File: src/rtl/rlz_pkg.sv
package rlz_pkg;

    typedef enum logic {
        ENC_COLLECT = 1'b0,
        ENC_SEND    = 1'b1
    } enc_state_e;

    typedef enum logic [1:0] {
        DEC_IDLE  = 2'd0,
        DEC_ZEROS = 2'd1,
        DEC_LEVEL = 2'd2
    } dec_state_e;

endpackage

File: src/rtl/rlz_encoder.sv
module rlz_encoder
    import rlz_pkg::*;
#(
    parameter int VAL_W = 16,
    parameter int RUN_W = 5,
    parameter int NPAIR = 3
) (
    input  logic                              clk,
    input  logic                              rst_n,
    input  logic                              i_valid,
    output logic                              i_ready,
    input  logic [VAL_W-1:0]                  i_data,
    input  logic                              i_last,
    output logic                              o_valid,
    input  logic                              o_ready,
    output logic [NPAIR*(RUN_W+VAL_W):0]      o_word
);
    localparam int PAIR_W = RUN_W + VAL_W;
    localparam int BODY_W = NPAIR * PAIR_W;
    localparam int IDX_W  = (NPAIR > 1) ? $clog2(NPAIR) : 1;
    localparam logic [RUN_W:0] RUN_LIM = (RUN_W+1)'((1 << RUN_W) - 1);

    enc_state_e        state_q, state_d;
    logic [RUN_W-1:0]  run_q, run_d;
    logic [IDX_W-1:0]  slot_q, slot_d;
    logic [BODY_W-1:0] body_q, body_d;
    logic              term_q, term_d;

    logic              take, emit;
    logic [RUN_W:0]    run_inc;
    logic [RUN_W-1:0]  pr_run;
    logic [VAL_W-1:0]  pr_lvl;

    always_ff @(posedge clk or negedge rst_n) begin
        if (!rst_n) begin
            state_q <= ENC_COLLECT;
            run_q   <= '0;
            slot_q  <= '0;
            body_q  <= '0;
            term_q  <= 1'b0;
        end else begin
            state_q <= state_d;
            run_q   <= run_d;
            slot_q  <= slot_d;
            body_q  <= body_d;
            term_q  <= term_d;
        end
    end

    always_comb begin
        run_inc = {1'b0, run_q} + 1'b1;
        take    = (state_q == ENC_COLLECT) && i_valid;
        emit    = 1'b0;
        pr_run  = run_q;
        pr_lvl  = i_data;
        if (i_data != '0) begin
            emit = 1'b1;
        end else if (run_inc == RUN_LIM || i_last) begin
            emit   = 1'b1;
            pr_run = run_inc[RUN_W-1:0];
            pr_lvl = '0;
        end

        state_d = state_q;
        run_d   = run_q;
        slot_d  = slot_q;
        body_d  = body_q;
        term_d  = term_q;
        unique case (state_q)
            ENC_COLLECT: begin
                if (take) begin
                    if (emit) begin
                        run_d = '0;
                        for (int k = 0; k < NPAIR; k++) begin
                            if (slot_q == IDX_W'(k))
                                body_d[k*PAIR_W +: PAIR_W] = {pr_lvl, pr_run};
                        end
                        if (slot_q == IDX_W'(NPAIR-1) || i_last) begin
                            state_d = ENC_SEND;
                            term_d  = i_last;
                            slot_d  = '0;
                        end else begin
                            slot_d = slot_q + 1'b1;
                        end
                    end else begin
                        run_d = run_inc[RUN_W-1:0];
                    end
                end
            end
            ENC_SEND: begin
                if (o_ready) begin
                    state_d = ENC_COLLECT;
                    body_d  = '0;
                    term_d  = 1'b0;
                end
            end
            default: state_d = ENC_COLLECT;
        endcase
    end

    always_comb begin
        i_ready = (state_q == ENC_COLLECT);
        o_valid = (state_q == ENC_SEND);
        o_word  = {term_q, body_q};
    end

endmodule

File: src/rtl/rlz_decoder.sv
module rlz_decoder
    import rlz_pkg::*;
#(
    parameter int VAL_W = 16,
    parameter int RUN_W = 5,
    parameter int NPAIR = 3
) (
    input  logic                              clk,
    input  logic                              rst_n,
    input  logic                              i_valid,
    output logic                              i_ready,
    input  logic [NPAIR*(RUN_W+VAL_W):0]      i_word,
    output logic                              o_valid,
    input  logic                              o_ready,
    output logic [VAL_W-1:0]                  o_data,
    output logic                              o_last
);
    localparam int PAIR_W = RUN_W + VAL_W;
    localparam int BODY_W = NPAIR * PAIR_W;
    localparam int IDX_W  = (NPAIR > 1) ? $clog2(NPAIR) : 1;

    dec_state_e        state_q, state_d;
    logic [BODY_W-1:0] body_q, body_d;
    logic [IDX_W-1:0]  idx_q, idx_d;
    logic [RUN_W-1:0]  rem_q, rem_d;
    logic              term_q, term_d;

    logic [RUN_W-1:0]  run_a  [NPAIR];
    logic [VAL_W-1:0]  lvl_a  [NPAIR];
    logic              tail_a [NPAIR];
    logic [RUN_W-1:0]  nrun_a [NPAIR];

    for (genvar g = 0; g < NPAIR; g++) begin : g_pair
        assign run_a[g] = body_q[g*PAIR_W +: RUN_W];
        assign lvl_a[g] = body_q[g*PAIR_W+RUN_W +: VAL_W];
        if (g == NPAIR-1) begin : g_end
            assign tail_a[g] = 1'b1;
            assign nrun_a[g] = '0;
        end else begin : g_mid
            assign tail_a[g] = (body_q[(g+1)*PAIR_W +: PAIR_W] == '0);
            assign nrun_a[g] = body_q[(g+1)*PAIR_W +: RUN_W];
        end
    end

    logic [VAL_W-1:0] cur_lvl;
    logic             pair_last, fin;
    logic [RUN_W-1:0] in_run0, nrun;
    logic [VAL_W-1:0] in_lvl0;

    always_ff @(posedge clk or negedge rst_n) begin
        if (!rst_n) begin
            state_q <= DEC_IDLE;
            body_q  <= '0;
            idx_q   <= '0;
            rem_q   <= '0;
            term_q  <= 1'b0;
        end else begin
            state_q <= state_d;
            body_q  <= body_d;
            idx_q   <= idx_d;
            rem_q   <= rem_d;
            term_q  <= term_d;
        end
    end

    always_comb begin
        cur_lvl   = lvl_a[idx_q];
        pair_last = tail_a[idx_q];
        nrun      = nrun_a[idx_q];
        in_run0   = i_word[RUN_W-1:0];
        in_lvl0   = i_word[PAIR_W-1:RUN_W];
        fin = (state_q == DEC_LEVEL) ||
              (state_q == DEC_ZEROS && rem_q == RUN_W'(1) && cur_lvl == '0);

        state_d = state_q;
        body_d  = body_q;
        idx_d   = idx_q;
        rem_d   = rem_q;
        term_d  = term_q;
        unique case (state_q)
            DEC_IDLE: begin
                if (i_valid) begin
                    body_d = i_word[BODY_W-1:0];
                    term_d = i_word[BODY_W];
                    idx_d  = '0;
                    if (in_run0 != '0) begin
                        state_d = DEC_ZEROS;
                        rem_d   = in_run0;
                    end else if (in_lvl0 != '0) begin
                        state_d = DEC_LEVEL;
                    end
                end
            end
            DEC_ZEROS, DEC_LEVEL: begin
                if (o_ready) begin
                    if (fin) begin
                        if (pair_last) begin
                            state_d = DEC_IDLE;
                        end else begin
                            idx_d = idx_q + 1'b1;
                            if (nrun != '0) begin
                                state_d = DEC_ZEROS;
                                rem_d   = nrun;
                            end else begin
                                state_d = DEC_LEVEL;
                            end
                        end
                    end else if (rem_q == RUN_W'(1)) begin
                        state_d = DEC_LEVEL;
                    end else begin
                        rem_d = rem_q - 1'b1;
                    end
                end
            end
            default: state_d = DEC_IDLE;
        endcase
    end

    always_comb begin
        i_ready = (state_q == DEC_IDLE);
        o_valid = (state_q != DEC_IDLE);
        o_data  = (state_q == DEC_LEVEL) ? cur_lvl : '0;
        o_last  = term_q && pair_last && fin;
    end

endmodule

File: src/rtl/rlz_codec.sv
module rlz_codec #(
    parameter int VAL_W = 16,
    parameter int RUN_W = 5,
    parameter int NPAIR = 3
) (
    input  logic                          clk,
    input  logic                          rst_n,
    input  logic                          enc_i_valid,
    output logic                          enc_i_ready,
    input  logic [VAL_W-1:0]              enc_i_data,
    input  logic                          enc_i_last,
    output logic                          enc_o_valid,
    input  logic                          enc_o_ready,
    output logic [NPAIR*(RUN_W+VAL_W):0]  enc_o_word,
    input  logic                          dec_i_valid,
    output logic                          dec_i_ready,
    input  logic [NPAIR*(RUN_W+VAL_W):0]  dec_i_word,
    output logic                          dec_o_valid,
    input  logic                          dec_o_ready,
    output logic [VAL_W-1:0]              dec_o_data,
    output logic                          dec_o_last
);

    rlz_encoder #(.VAL_W(VAL_W), .RUN_W(RUN_W), .NPAIR(NPAIR)) u_enc (
        .clk     (clk),
        .rst_n   (rst_n),
        .i_valid (enc_i_valid),
        .i_ready (enc_i_ready),
        .i_data  (enc_i_data),
        .i_last  (enc_i_last),
        .o_valid (enc_o_valid),
        .o_ready (enc_o_ready),
        .o_word  (enc_o_word)
    );

    rlz_decoder #(.VAL_W(VAL_W), .RUN_W(RUN_W), .NPAIR(NPAIR)) u_dec (
        .clk     (clk),
        .rst_n   (rst_n),
        .i_valid (dec_i_valid),
        .i_ready (dec_i_ready),
        .i_word  (dec_i_word),
        .o_valid (dec_o_valid),
        .o_ready (dec_o_ready),
        .o_data  (dec_o_data),
        .o_last  (dec_o_last)
    );

endmodule

File: config.mk
export PLATFORM = sky130hd
export DESIGN_NAME = rlz_codec
export DESIGN_NICKNAME = d
export VERILOG_FILES = /design/src/rtl/rlz_pkg.sv /design/src/rtl/rlz_encoder.sv /design/src/rtl/rlz_decoder.sv /design/src/rtl/rlz_codec.sv
export SDC_FILE = /design/constraint.sdc
export NUM_CORES = 1
export LEC_CHECK = 0
export BUFFER_PORTS_ARGS = -buffer_cell sky130_fd_sc_hd__buf_4
export CAP_MARGIN = 20
export CORE_MARGIN = 4
export CORE_UTILIZATION = 42
export CTS_BUF_LIST = sky130_fd_sc_hd__clkbuf_4
export DETAILED_ROUTE_END_ITERATION = 7
export PLACE_DENSITY_LB_ADDON = 0.08
export SKIP_LAST_GASP = 1
export SLEW_MARGIN = 30
export SYNTH_ARGS = -nofsm -noshare
export SYNTH_HDL_FRONTEND = slang
export SYNTH_HIERARCHICAL = 1
export SYNTH_SLANG_ARGS = --single-unit
File: constraint.sdc
create_clock -name clk -period 4 [get_ports clk]
set_input_delay 1 -clock clk [delete_from_list [all_inputs] [get_ports clk]]
set_output_delay 1 -clock clk [all_outputs]
set_load 0.1 [all_outputs]
==> impl_table.tex <==
\begin{tabular}{lr}
\hline
Metric & Value \\
\hline
\multicolumn{2}{l}{\textbf{Synth}} \\
Sequential-to-total area share from yosys stat & 50.40\% \\
Leading register cell type out of synthesis & sky130\_fd\_sc\_hd\_\_dfrtp\_1 \\
Asr flop ratio synth & 100.0\% \\
Top cells by instance count after synthesis & sky130\_fd\_sc\_hd\_\_dfrtp\_1 (140), sky130\_fd\_sc\_hd\_\_mux2\_2 (82), sky130\_fd\_sc\_hd\_\_mux2i\_1 (26) \\
Parity-gate share of the synthesized area counting xor and xnor cells & 0.7559\% \\
Adder and majority cell fraction of the synthesized area & 1.980\% \\
Cell with the most instances after synthesis & sky130\_fd\_sc\_hd\_\_dfrtp\_1 \\
Combinational family with the most area after synthesis & multiplexers \\
Total of warnings raised by yosys & 6 \\
Distinct cell type count of the synthesized netlist & 64 \\
Nets in the synthesized netlist & 649 \\
Area contributors post-synth & sky130\_fd\_sc\_hd\_\_dfrtp\_1 (50\%), sky130\_fd\_sc\_hd\_\_mux2\_2 (13\%), sky130\_fd\_sc\_hd\_\_mux2i\_1 (3.7\%) \\
Post-synthesis average cell area & 12.62 um\^{}2 \\
Portion of synthesized cell area occupied by the leading cell type & 50.40\% \\
Post-synthesis simple-gate area fraction & 11.36\% \\
Post-Syn Area & 6952 um\^{}2 \\
Number of synthesized flops with an enable pin & 0 \\
Portion of netlist area occupied by mux cells & 23.07\% \\
Cells after synthesis & 551 \\
Post-synth top area cell & sky130\_fd\_sc\_hd\_\_dfrtp\_1 \\
Post-synthesis compound-gate area fraction & 8.927\% \\
Yosys reg bits & 140 \\
\multicolumn{2}{l}{\textbf{GRT}} \\
Number of antenna violations at the first check in global routing & 0 \\
Number of global-route vias before repair & 5530 \\
Pin count of the biggest net entering global routing & 78 \\
Wire length of the first global-routing pass & 29810 um \\
Global Route Usage Sum & 20.68\% \\
Total global routing overflow & 0 \\
\multicolumn{2}{l}{\textbf{Floorplanning}} \\
Total die area & 18670 um\^{}2 \\
Core Footprint & 16060 um\^{}2 \\
Die extent in y & 136.7 um \\
I/O pin total & 172 \\
Die Wd & 136.7 um \\
Placement row count & 46 \\
Starting density of the core & 43.29\% \\
\multicolumn{2}{l}{\textbf{Final layout}} \\
Share of post-route cells with drive strength above 1 & 45.91\% \\
Ant diodes & 0 \\
Fill cell total of the finished layout & 1407 \\
Count of nets after finishing & 830 \\
Register area & 3506 um\^{}2 \\
Total area of multi-input combinational cells & 3267 um\^{}2 \\
Count of placed standard cells in the final layout, fillers left out & 961 \\
Area added between synthesis and finish & 28.02\% \\
\multicolumn{2}{l}{\textbf{Critical path}} \\
Arrival @ worst endpoint & 2910 ps \\
Worst r2r path cells & 8 \\
Type of the worst setup path & register to output port \\
Setup crit end kind & output port \\
Critical path launch point type & register \\
Critical Path Start & u\_dec/idx\_q[1]\$\_DFFE\_PN0P\_ \\
Launch instance of the worst register-to-register path & u\_dec/state\_q[0]\$\_DFFE\_PN0P\_ \\
Flop2flop setup slack & 1010 ps \\
Largest fanout on the critical path & 5 \\
Worst flop-to-flop path endpoint & u\_dec/rem\_q[3]\$\_DFFE\_PN0P\_ \\
CP Data Required Time & 3000 ps \\
\multicolumn{2}{l}{\textbf{Drt}} \\
Via density per instance & 5.415 \\
DRT Pass-1 Iters & 4 \\
Initial DRC count & 410 \\
DR vias & 5204 \\
Number of nets with antenna violations after detailed routing & 0 \\
Post-route DRC violation count & 0 \\
Detail-routed net length per standard cell & 19.82 um \\
Routed WL & 19050 um \\
\multicolumn{2}{l}{\textbf{Clock tree}} \\
Num CTS Buffers & 17 \\
Clock insertion delay at the later pin of the skew report & 560 ps \\
CTS tree & built \\
Htree depth & 4 \\
Num Clock Sinks & 140 \\
Number of buffers on the longest clock path & 2 \\
Master cell of the clock root buffer & sky130\_fd\_sc\_hd\_\_clkbuf\_4 \\
CTS Hold Bufs & 0 \\
Clock input transition at the sequential cells of the worst setup and hold paths & 130 ps \\
\multicolumn{2}{l}{\textbf{Timing}} \\
Total setup violations reported at the end of the flow & 0 \\
Worst-margin pin slew & 810.2 ps \\
Final Hold Viols & 0 \\
Final period util & 97.69\% \\
Final Worst Setup Slack & 92.26 ps \\
Time the worst path needs with I/O delays and setup & 3908 ps \\
Slew margin rel. & 45.99\% \\
Setup clock skew after layout & 16.60 ps \\
Final-layout setup total negative slack & 0 ps \\
Achievable frequency & 0.2559 GHz \\
Worst hold margin & 461.3 ps \\
Unrepaired setup endpoints after global routing & true \\
Final Slew Violations & 0 \\
\multicolumn{2}{l}{\textbf{Placement}} \\
Cells after DPL & 924 \\
Buffers added on ports & 171 \\
Worst slack, placed & 412.6 ps \\
RD Place Congestion & 0.9161 \\
Placed wire-length estimate & 14190 um \\
\multicolumn{2}{l}{\textbf{Job}} \\
Max capacitance violation total & 0 \\
\multicolumn{2}{l}{\textbf{Min path}} \\
Class of the tightest hold or removal check & input port to async pin \\
\multicolumn{2}{l}{\textbf{Status}} \\
Result of the run & finished, final reports clean \\
\hline
\end{tabular}
==> area by class of cell <==
class | count | share of cell area, %
clock inverter | 15 | 1.814
multi-input combinational | 367 | 36.71
sequential | 140 | 39.39
tap | 216 | 3.037
timing repair buffer | 188 | 16.86
clock buffer | 17 | 1.434
inverter | 18 | 0.7592
==> logic make-up after synthesis <==
family | count (synthesis)
buffers and inverters | 44
DFF | 140
adders and majority gates | 11
AOI/OAI and AO/OA | 77
xor gates and xnor gates | 6
and+or+nand+nor | 132
muxes | 141
==> flip-flops by register name, summed over array words and instances (netlist names) <==
| signal | cells |
|---|---|
| u_enc/slot_q | 2 |
| u_dec/rem_q | 5 |
| u_enc/o_valid | 1 |
| u_dec/state_q | 2 |
| u_enc/body_q | 63 |
| u_dec/body_q | 58 |
| u_enc/run_q | 5 |
| u_dec/term_q | 1 |
| u_dec/idx_q | 2 |
| u_enc/term_q | 1 |
==> layer usage <==
layer  share of wire, %  track usage (%)
met1                 41            25.39
met4                1.3            6.271
met3                7.2            6.250
met2                 51            35.08
met5                  0                0
==> stage by stage <==
stage / area (um^2) / util [%]
6_report: 8900 / 55.42
5_1_grt: 8900 / 55.42
4_1_cts: 8766 / 54.59
3_5_place_dp: 8457 / 52.66
3_3_place_gp: 8457 / 52.66
2_1_floorplan: 6963 / -
==> layout by cell type, fill, tap and decap left out, types with 4 or more instances in the layout <==
cell type and instances:
sky130_fd_sc_hd__buf_12 4, sky130_fd_sc_hd__nor2_1 12, sky130_fd_sc_hd__mux2_4 13, sky130_fd_sc_hd__o22ai_1 5, sky130_fd_sc_hd__mux2_2 82, sky130_fd_sc_hd__inv_1 18
sky130_fd_sc_hd__ha_1 11, sky130_fd_sc_hd__nor3_1 6, sky130_fd_sc_hd__dfrtp_1 138, sky130_fd_sc_hd__and2_1 17, sky130_fd_sc_hd__mux2i_1 25, sky130_fd_sc_hd__clkbuf_4 17
sky130_fd_sc_hd__nand4_1 5, sky130_fd_sc_hd__or4_1 4, sky130_fd_sc_hd__o211ai_1 5, sky130_fd_sc_hd__nand3_1 8, sky130_fd_sc_hd__a22o_1 5, sky130_fd_sc_hd__nand2_1 23
sky130_fd_sc_hd__mux2_1 20, sky130_fd_sc_hd__nor4_1 20, sky130_fd_sc_hd__o21ai_0 11, sky130_fd_sc_hd__nor2b_1 19, sky130_fd_sc_hd__buf_4 181, sky130_fd_sc_hd__inv_6 4
sky130_fd_sc_hd__o2bb2ai_1 14
==> worst max-delay path by stage <==
stage	end	cells after the start
CTS	dec_o_last	7
detailed placement	dec_o_last	7
finish	dec_o_last	8
floorplan	dec_o_last	9
global route	dec_o_last	8
global placement	dec_o_last	7
==> repair_timing <==
action | CTS | global route
cloned | 0 | 2
gates resized for setup | 6 | 9
pin swaps | 0 | 3
buffers inserted | 0 | 3
endpoints found under the setup margin | 1 | 1
==> worst max-delay path, stage by stage, from the launching register on <==
cell,delay [ps]
sky130_fd_sc_hd__dfrtp_2,460
sky130_fd_sc_hd__buf_12,150
sky130_fd_sc_hd__mux2i_4,220
sky130_fd_sc_hd__o2bb2ai_2,90
sky130_fd_sc_hd__or4_4,530
sky130_fd_sc_hd__nor4_4,310
sky130_fd_sc_hd__a21oi_4,140
sky130_fd_sc_hd__nor3b_4,250
sky130_fd_sc_hd__buf_12,200
Power is left out: the tool's default activity adds up to more than one toggle a clock period on the data nets, which glitch-free logic cannot reach.
